### config.mk
export PLATFORM = sky130hd
export DESIGN_NAME = gated_freq_counter
export DESIGN_NICKNAME = d
export VERILOG_FILES = /design/src/rtl/gfc_pkg.sv /design/src/rtl/gfc_sync_edge.sv /design/src/rtl/gfc_phase_seq.sv /design/src/rtl/gfc_bcd_counter.sv /design/src/rtl/gated_freq_counter.sv
export SDC_FILE = /design/constraint.sdc
export NUM_CORES = 1
export LEC_CHECK = 0
export BUFFER_PORTS_ARGS = -buffer_cell sky130_fd_sc_hd__buf_2
export CORE_UTILIZATION = 25
export CTS_BUF_LIST = sky130_fd_sc_hd__clkbuf_8 sky130_fd_sc_hd__clkbuf_16
export CTS_CLUSTER_DIAMETER = 100
export DETAILED_ROUTE_END_ITERATION = 16
export GPL_TIMING_DRIVEN = 0
export SLEW_MARGIN = 25
export SYNTH_ARGS = -nofsm -noshare
export SYNTH_HDL_FRONTEND = slang
export SYNTH_SLANG_ARGS = --single-unit
### constraint.sdc
create_clock -name clk -period 4.1 [get_ports clk]
set_input_delay 0.205 -clock clk [delete_from_list [all_inputs] [get_ports clk]]
set_output_delay 0.205 -clock clk [all_outputs]
set_load 0.03 [all_outputs]
### src/rtl/gfc_pkg.sv
package gfc_pkg;
   typedef enum logic [1:0] {
      PH_WINDOW  = 2'd0,
      PH_CAPTURE = 2'd1,
      PH_CLEAR   = 2'd2
   } phase_t;
endpackage

### src/rtl/gfc_sync_edge.sv
module gfc_sync_edge #(
   parameter int SYNC_STAGES = 2
) (
   input  logic clk,
   input  logic rst_n,
   input  logic async_in,
   output logic rise_pulse
);
   if (SYNC_STAGES < 2) begin : g_bad_stages
      $error("gfc_sync_edge: SYNC_STAGES must be at least 2");
   end

   logic [SYNC_STAGES-1:0] chain_q;
   logic                   prev_q;

   always_ff @(posedge clk) begin
      if (!rst_n) begin
         chain_q <= '0;
         prev_q  <= 1'b0;
      end else begin
         chain_q <= {chain_q[SYNC_STAGES-2:0], async_in};
         prev_q  <= chain_q[SYNC_STAGES-1];
      end
   end

   assign rise_pulse = chain_q[SYNC_STAGES-1] & ~prev_q;

   // a detected edge lasts one cycle, never two in a row
   p_single_edge_r8: assert property (@(posedge clk) disable iff (!rst_n)
      rise_pulse |=> !rise_pulse);
endmodule

### src/rtl/gfc_phase_seq.sv
module gfc_phase_seq
   import gfc_pkg::*;
#(
   parameter int WINDOW_TICKS  = 200,
   parameter int CAPTURE_TICKS = 1,
   parameter int CLEAR_TICKS   = 1
) (
   input  logic clk,
   input  logic rst_n,
   input  logic tick,
   output logic cnt_en,
   output logic cap_go,
   output logic clr_en
);
   localparam int MAX_A = (WINDOW_TICKS > CAPTURE_TICKS) ? WINDOW_TICKS : CAPTURE_TICKS;
   localparam int MAX_T = (MAX_A > CLEAR_TICKS) ? MAX_A : CLEAR_TICKS;
   localparam int TW    = $clog2(MAX_T + 1);

   if (WINDOW_TICKS < 1 || CAPTURE_TICKS < 1 || CLEAR_TICKS < 1) begin : g_bad_ticks
      $error("gfc_phase_seq: every phase needs at least one tick");
   end

   phase_t        phase_q;
   logic [TW-1:0] tcnt_q;
   logic [TW-1:0] limit;
   logic          last_tick;

   always_comb begin
      case (phase_q)
         PH_WINDOW:  limit = TW'(WINDOW_TICKS - 1);
         PH_CAPTURE: limit = TW'(CAPTURE_TICKS - 1);
         default:    limit = TW'(CLEAR_TICKS - 1);
      endcase
   end

   assign last_tick = tick && (tcnt_q == limit);

   always_ff @(posedge clk) begin
      if (!rst_n) begin
         phase_q <= PH_WINDOW;
         tcnt_q  <= '0;
         cap_go  <= 1'b0;
      end else begin
         cap_go <= 1'b0;
         if (last_tick) begin
            tcnt_q <= '0;
            case (phase_q)
               PH_WINDOW: begin
                  phase_q <= PH_CAPTURE;
                  cap_go  <= 1'b1;
               end
               PH_CAPTURE: phase_q <= PH_CLEAR;
               default:    phase_q <= PH_WINDOW;
            endcase
         end else if (tick) begin
            tcnt_q <= tcnt_q + 1'b1;
         end
      end
   end

   assign cnt_en = (phase_q == PH_WINDOW);
   assign clr_en = (phase_q == PH_CLEAR);

   // clear is entered only from the capture phase
   p_clear_after_cap_r4: assert property (@(posedge clk) disable iff (!rst_n)
      $rose(clr_en) |-> $past(phase_q) == PH_CAPTURE);
   // capture request is a single pulse
   p_cap_single_r7: assert property (@(posedge clk) disable iff (!rst_n)
      cap_go |=> !cap_go);
   // the capture pulse follows the window closing
   p_cap_after_win_r2: assert property (@(posedge clk) disable iff (!rst_n)
      cap_go |-> !cnt_en && $past(cnt_en));
endmodule

### src/rtl/gfc_bcd_counter.sv
module gfc_bcd_counter #(
   parameter int DIGITS = 3
) (
   input  logic              clk,
   input  logic              rst_n,
   input  logic              clr,
   input  logic              inc,
   output logic [4*DIGITS-1:0] count,
   output logic              ovf
);
   if (DIGITS < 1) begin : g_bad_digits
      $error("gfc_bcd_counter: DIGITS must be at least 1");
   end

   logic [DIGITS:0]   run_en;
   logic [DIGITS-1:0] is_nine;
   logic              saturate;

   assign run_en[0] = inc;
   assign saturate  = run_en[DIGITS];

   for (genvar i = 0; i < DIGITS; i++) begin : g_digit
      logic [3:0] dig_q;
      assign is_nine[i]     = (dig_q == 4'd9);
      assign run_en[i+1]    = run_en[i] & is_nine[i];
      assign count[4*i +: 4] = dig_q;

      always_ff @(posedge clk) begin
         if (!rst_n || clr) begin
            dig_q <= 4'd0;
         end else if (run_en[i] && !saturate) begin
            dig_q <= is_nine[i] ? 4'd0 : dig_q + 4'd1;
         end
      end

      // each digit stays a legal decimal value
      p_digit_range_r1: assert property (@(posedge clk) disable iff (!rst_n)
         dig_q <= 4'd9);
   end

   always_ff @(posedge clk) begin
      if (!rst_n || clr) begin
         ovf <= 1'b0;
      end else if (saturate) begin
         ovf <= 1'b1;
      end
   end

   // at saturation the digits hold
   p_hold_at_full_r3: assert property (@(posedge clk) disable iff (!rst_n)
      (ovf && !clr) |=> $stable(count));
endmodule

### src/rtl/gated_freq_counter.sv
module gated_freq_counter #(
   parameter int DIGITS        = 3,
   parameter int SYNC_STAGES   = 2,
   parameter int WINDOW_TICKS  = 200,
   parameter int CAPTURE_TICKS = 1,
   parameter int CLEAR_TICKS   = 1
) (
   input  logic                clk,
   input  logic                rst_n,
   input  logic                sig_in,
   input  logic                tick,
   output logic [4*DIGITS-1:0] result_bcd,
   output logic                result_ovf,
   output logic                result_valid
);
   localparam int                 RW       = 4 * DIGITS;
   localparam logic [RW-1:0]      ALL_NINE = {DIGITS{4'h9}};

   logic          edge_p;
   logic          cnt_en;
   logic          cap_go;
   logic          clr_en;
   logic [RW-1:0] live_cnt;
   logic          live_ovf;

   gfc_sync_edge #(.SYNC_STAGES(SYNC_STAGES)) u_sync (
      .clk        (clk),
      .rst_n      (rst_n),
      .async_in   (sig_in),
      .rise_pulse (edge_p)
   );

   gfc_phase_seq #(
      .WINDOW_TICKS  (WINDOW_TICKS),
      .CAPTURE_TICKS (CAPTURE_TICKS),
      .CLEAR_TICKS   (CLEAR_TICKS)
   ) u_seq (
      .clk    (clk),
      .rst_n  (rst_n),
      .tick   (tick),
      .cnt_en (cnt_en),
      .cap_go (cap_go),
      .clr_en (clr_en)
   );

   gfc_bcd_counter #(.DIGITS(DIGITS)) u_cnt (
      .clk   (clk),
      .rst_n (rst_n),
      .clr   (clr_en),
      .inc   (edge_p & cnt_en),
      .count (live_cnt),
      .ovf   (live_ovf)
   );

   always_ff @(posedge clk) begin
      if (!rst_n) begin
         result_bcd   <= '0;
         result_ovf   <= 1'b0;
         result_valid <= 1'b0;
      end else begin
         result_valid <= cap_go;
         if (cap_go) begin
            result_bcd <= live_cnt;
            result_ovf <= live_ovf;
         end
      end
   end

   // clear and count enable never overlap
   p_clr_excl_r4: assert property (@(posedge clk) disable iff (!rst_n)
      clr_en |-> !cnt_en);
   // every window opens with an empty counter
   p_zero_open_r5: assert property (@(posedge clk) disable iff (!rst_n)
      $rose(cnt_en) |-> (live_cnt == '0 && !live_ovf));
   // the latched result only moves after a capture
   p_stable_r6: assert property (@(posedge clk) disable iff (!rst_n)
      !cap_go |=> $stable(result_bcd) && $stable(result_ovf));
   // valid follows every capture request
   p_valid_r7: assert property (@(posedge clk) disable iff (!rst_n)
      cap_go |=> result_valid);
   // overflow implies saturated digits
   p_ovf_full_r3: assert property (@(posedge clk) disable iff (!rst_n)
      result_ovf |-> result_bcd == ALL_NINE);
endmodule

==> results.tsv <==
stage	metric	value	unit
die	start_util	0.2655	
logic_synthesis	synthAdderAreaFrac	0.007215	
clock_tree	clk_pin_slew_worst_paths	80	ps
logic_synthesis	synth_ff_type	dfxtp_1	
finish	antenna_cells	0	
die	dieHeight	85.29	um
drt	wl_per_cell	11.63	um
drt	wl	3280	um
clock_tree	clk_latency	290	ps
logic_synthesis	yosys.area_share.xor_xnor	0.05051	
clock_tree	cts_setup_buffers	0	
logic_synthesis	synth_nets	186	
logic_synthesis	synth_mux_area_frac	0.09812	
logic_synthesis	synth_compound_area_frac	0.08009	
setup_path	critPathRequiredTime	4320	ps
timing	slew_headroom	0.6208	
clock_tree	cts_tree	yes	
setup_path	crit_fanout	7	
timing	rsz0062_at_grt	no	
logic_synthesis	synth_top_family_by_area	simple AND/OR/NAND/NOR gates	
logic_synthesis	synth.area.top_cells	dfxtp_1, mux2i_1, nor2_1	
logic_synthesis	netlist_instances	181	
logic_synthesis	yosysWarnings	0	
drt	via_per_inst	4.691	
die	die_area	7274	sq um
setup_path	critPathLaunchType	flop	
logic_synthesis	yosysTopAreaCell	dfxtp_1	
clock_tree	cts-root-buf	clkbuf_8	
die	rows	29	
timing	maxSlewViolCount	0	
finish	drive_above_1_share	0.1659	
global_route	antenna_found_initial	0	
global_route	grtUsageTotal	0.09688	
pwr	leakagePower	0.7637	nW
clock_tree	cts_buffers	5	
setup_path	worstSetupEndpointType	flop	
timing	finalCriticalPeriod	1676	ps
timing	report.final.setup_viol	0	
setup_path	critical_path_class	reg -> reg	
timing	finalHoldViolCount	0	
logic_synthesis	syn_area_per_cell	9.581	sq um
finish	num-nets-final	209	
timing	max_clock_freq	596.8	MHz
finish	fill_cells	707	
drt	ant_nets	0	
clock_tree	cts_resized	0	
pwr	p_per_area	345.5	nW/um^2
global_route	overflow	0	
timing	period_share	0.4087	
logic_synthesis	yosysSeqAreaShare	0.4733	
logic_synthesis	ys_ff_latch	41	
pwr	vdd_ir_drop_max	180.6	uV
die	die_x	85.29	um
worst_hold_path	hp-class	in -> reg	
global_route	grt_start_max_net_pins	14	
logic_synthesis	synth_top_area_share	0.4733	
logic_synthesis	ys_async_sr_fraction	0	
timing	setup_tns	0	ps
drt	dr.pass1.iters	4	
run	max_cap_violations	0	
logic_synthesis	synth-simple-area-share	0.2597	
finish	final_util	0.3057	
logic_synthesis	synth_edf_count	0	
drt	remaining_drc_errors	0	
placement	dpl.hpwl	2346	um
placement	numPortBuffers	16	
timing	fin_skew	5.695	ps
setup_path	arrival	1900	ps
logic_synthesis	netlist_area	1734	sq um
die	num_io_pins	18	
outcome	outcome	completed	
clock_tree	cts_buffer_depth	2	
clock_tree	cts_sinks	41	
clock_tree	cts.hold.buffers_added	0	
timing	tightest_slew	567.3	ps
placement	place.gp.congestion	0.7769	
logic_synthesis	ys_types	36	
finish	area_growth	15.15	%
global_route	grt_pass1_vias	1199	
drt	detailedRoute.firstIterationViolations	35	
die	core-area	6531	sq um
clock_tree	htree_levels	2	
global_route	grt_first_pass_wirelength	5526	um
drt	via_count	1323	
kinds of logic after synthesis:
family / after synthesis
buf+inv: 13
simple gates: 80
mux: 17
fa+ha+maj: 1
xor+xnor: 10
flops: 41
compound gates: 19
through the flow:
| stage | hold slack, ps | setup slack [ps] | std cells | power [W] | instance area, sq um |
|---|---|---|---|---|---|
| 2_1_floorplan | 326.7 | 2624 | 181 | 0.0004350 | 1734 |
| 3_3_place_gp | 421.3 | 2467 | 274 | 0.0004426 | 1911 |
| 3_5_place_dp | 423.0 | 2444 | 274 | 0.0004435 | 1911 |
| 4_1_cts | 119.0 | 2426 | 282 | 0.0007008 | 1997 |
| 5_1_grt | 119.2 | 2313 | 282 | 0.0007230 | 1997 |
| 6_report | 117.9 | 2424 | 282 | 0.0006899 | 1997 |
report_power, final:
part | internal, W | switching (W) | total, W
logic | 0.0000106 | 0.0000167 | 0.0000273
clock network | 0.000117 | 0.000139 | 0.000256
registers | 0.000402 | 0.00000481 | 0.000407
path summary, 6_finish.rpt:
kind	startpoint	to	slack, ps	cells past startpoint
max	u_seq.phase_q[0]	u_cnt.g_digit[2].dig_q[3]	2420	4
min	sig_in	u_sync.chain_q[0]	120	2
max reg2reg	u_seq.phase_q[0]	u_cnt.g_digit[2].dig_q[3]	2420	4
min reg2reg	u_sync.chain_q[0]	u_sync.chain_q[1]	440	1
layout make-up:
| type | instances | area (sq um) | area share |
|---|---|---|---|
| sequential | 41 | 820.8 | 0.4110 |
| timing repair buffer | 16 | 80.08 | 0.04010 |
| inverter | 6 | 22.52 | 0.01128 |
| tap | 77 | 96.34 | 0.04825 |
| buffer | 7 | 31.28 | 0.01566 |
| clock inverter | 3 | 17.52 | 0.008772 |
| clock buffer | 5 | 68.82 | 0.03446 |
| multi-input combinational | 127 | 859.6 | 0.4304 |
placed cells by master, fill, tap and decap left out, drive strengths merged, types with 2 or more instances in the layout:
| master | synthesis | routed |
|---|---|---|
| dfxtp | 41 | 41 |
| o31ai | 2 | 2 |
| a21oi | 8 | 8 |
| nor3 | 4 | 4 |
| nand4 | 5 | 5 |
| clkbuf | 3 | 8 |
| buf | 4 | 20 |
| a31oi | 2 | 2 |
| clkinv | 0 | 2 |
| or3 | 2 | 2 |
| inv | 6 | 6 |
| nand3 | 6 | 6 |
| and4bb | 2 | 2 |
| nor2b | 6 | 6 |
| nor4b | 2 | 2 |
| nor2 | 32 | 32 |
| nand2 | 8 | 8 |
| and2 | 5 | 5 |
| xnor2 | 2 | 2 |
| xor2 | 8 | 8 |
| o21ai | 2 | 2 |
| mux2i | 17 | 17 |
critical path, stage by stage (launching register included):
cell	delay, ps
dfxtp_1	390
nor4b_4	400
nand4_1	240
or4_1	440
a21oi_1	140
registers in the layout, summed over array words and instances (netlist names), 2 cells and up:
register	count
result_bcd	12
u_cnt.g_digit.dig_q	12
u_seq.phase_q	2
u_seq.tcnt_q	8
u_sync.chain_q	2
cell usage after synthesis, types with 2 or more instances:
cell and number:
a31oi_1 2, or3_1 2, inv_1 6, buf_2 4
o21ai_0 2, nor2b_1 6, clkbuf_1 3, a21oi_1 8
xnor2_1 2, o31ai_1 2, mux2i_1 17, nand4_1 5
nor3_1 4, and4bb_2 2, nand2_1 8, xor2_1 8
nand3_1 6, dfxtp_1 41, and2_1 5, nor2_1 32
routing by layer:
layer / share of wire / GRT usage / up-vias
li1: - / - / 684
met1: 0.53 / 0.1312 / 612
met2: 0.41 / 0.1386 / 22
met3: 0.046 / 0.04280 / 5
met4: 0.011 / 0.02879 / 0
met5: 0 / 0 / -
No activity file was read; power rests on OpenSTA's default activity.
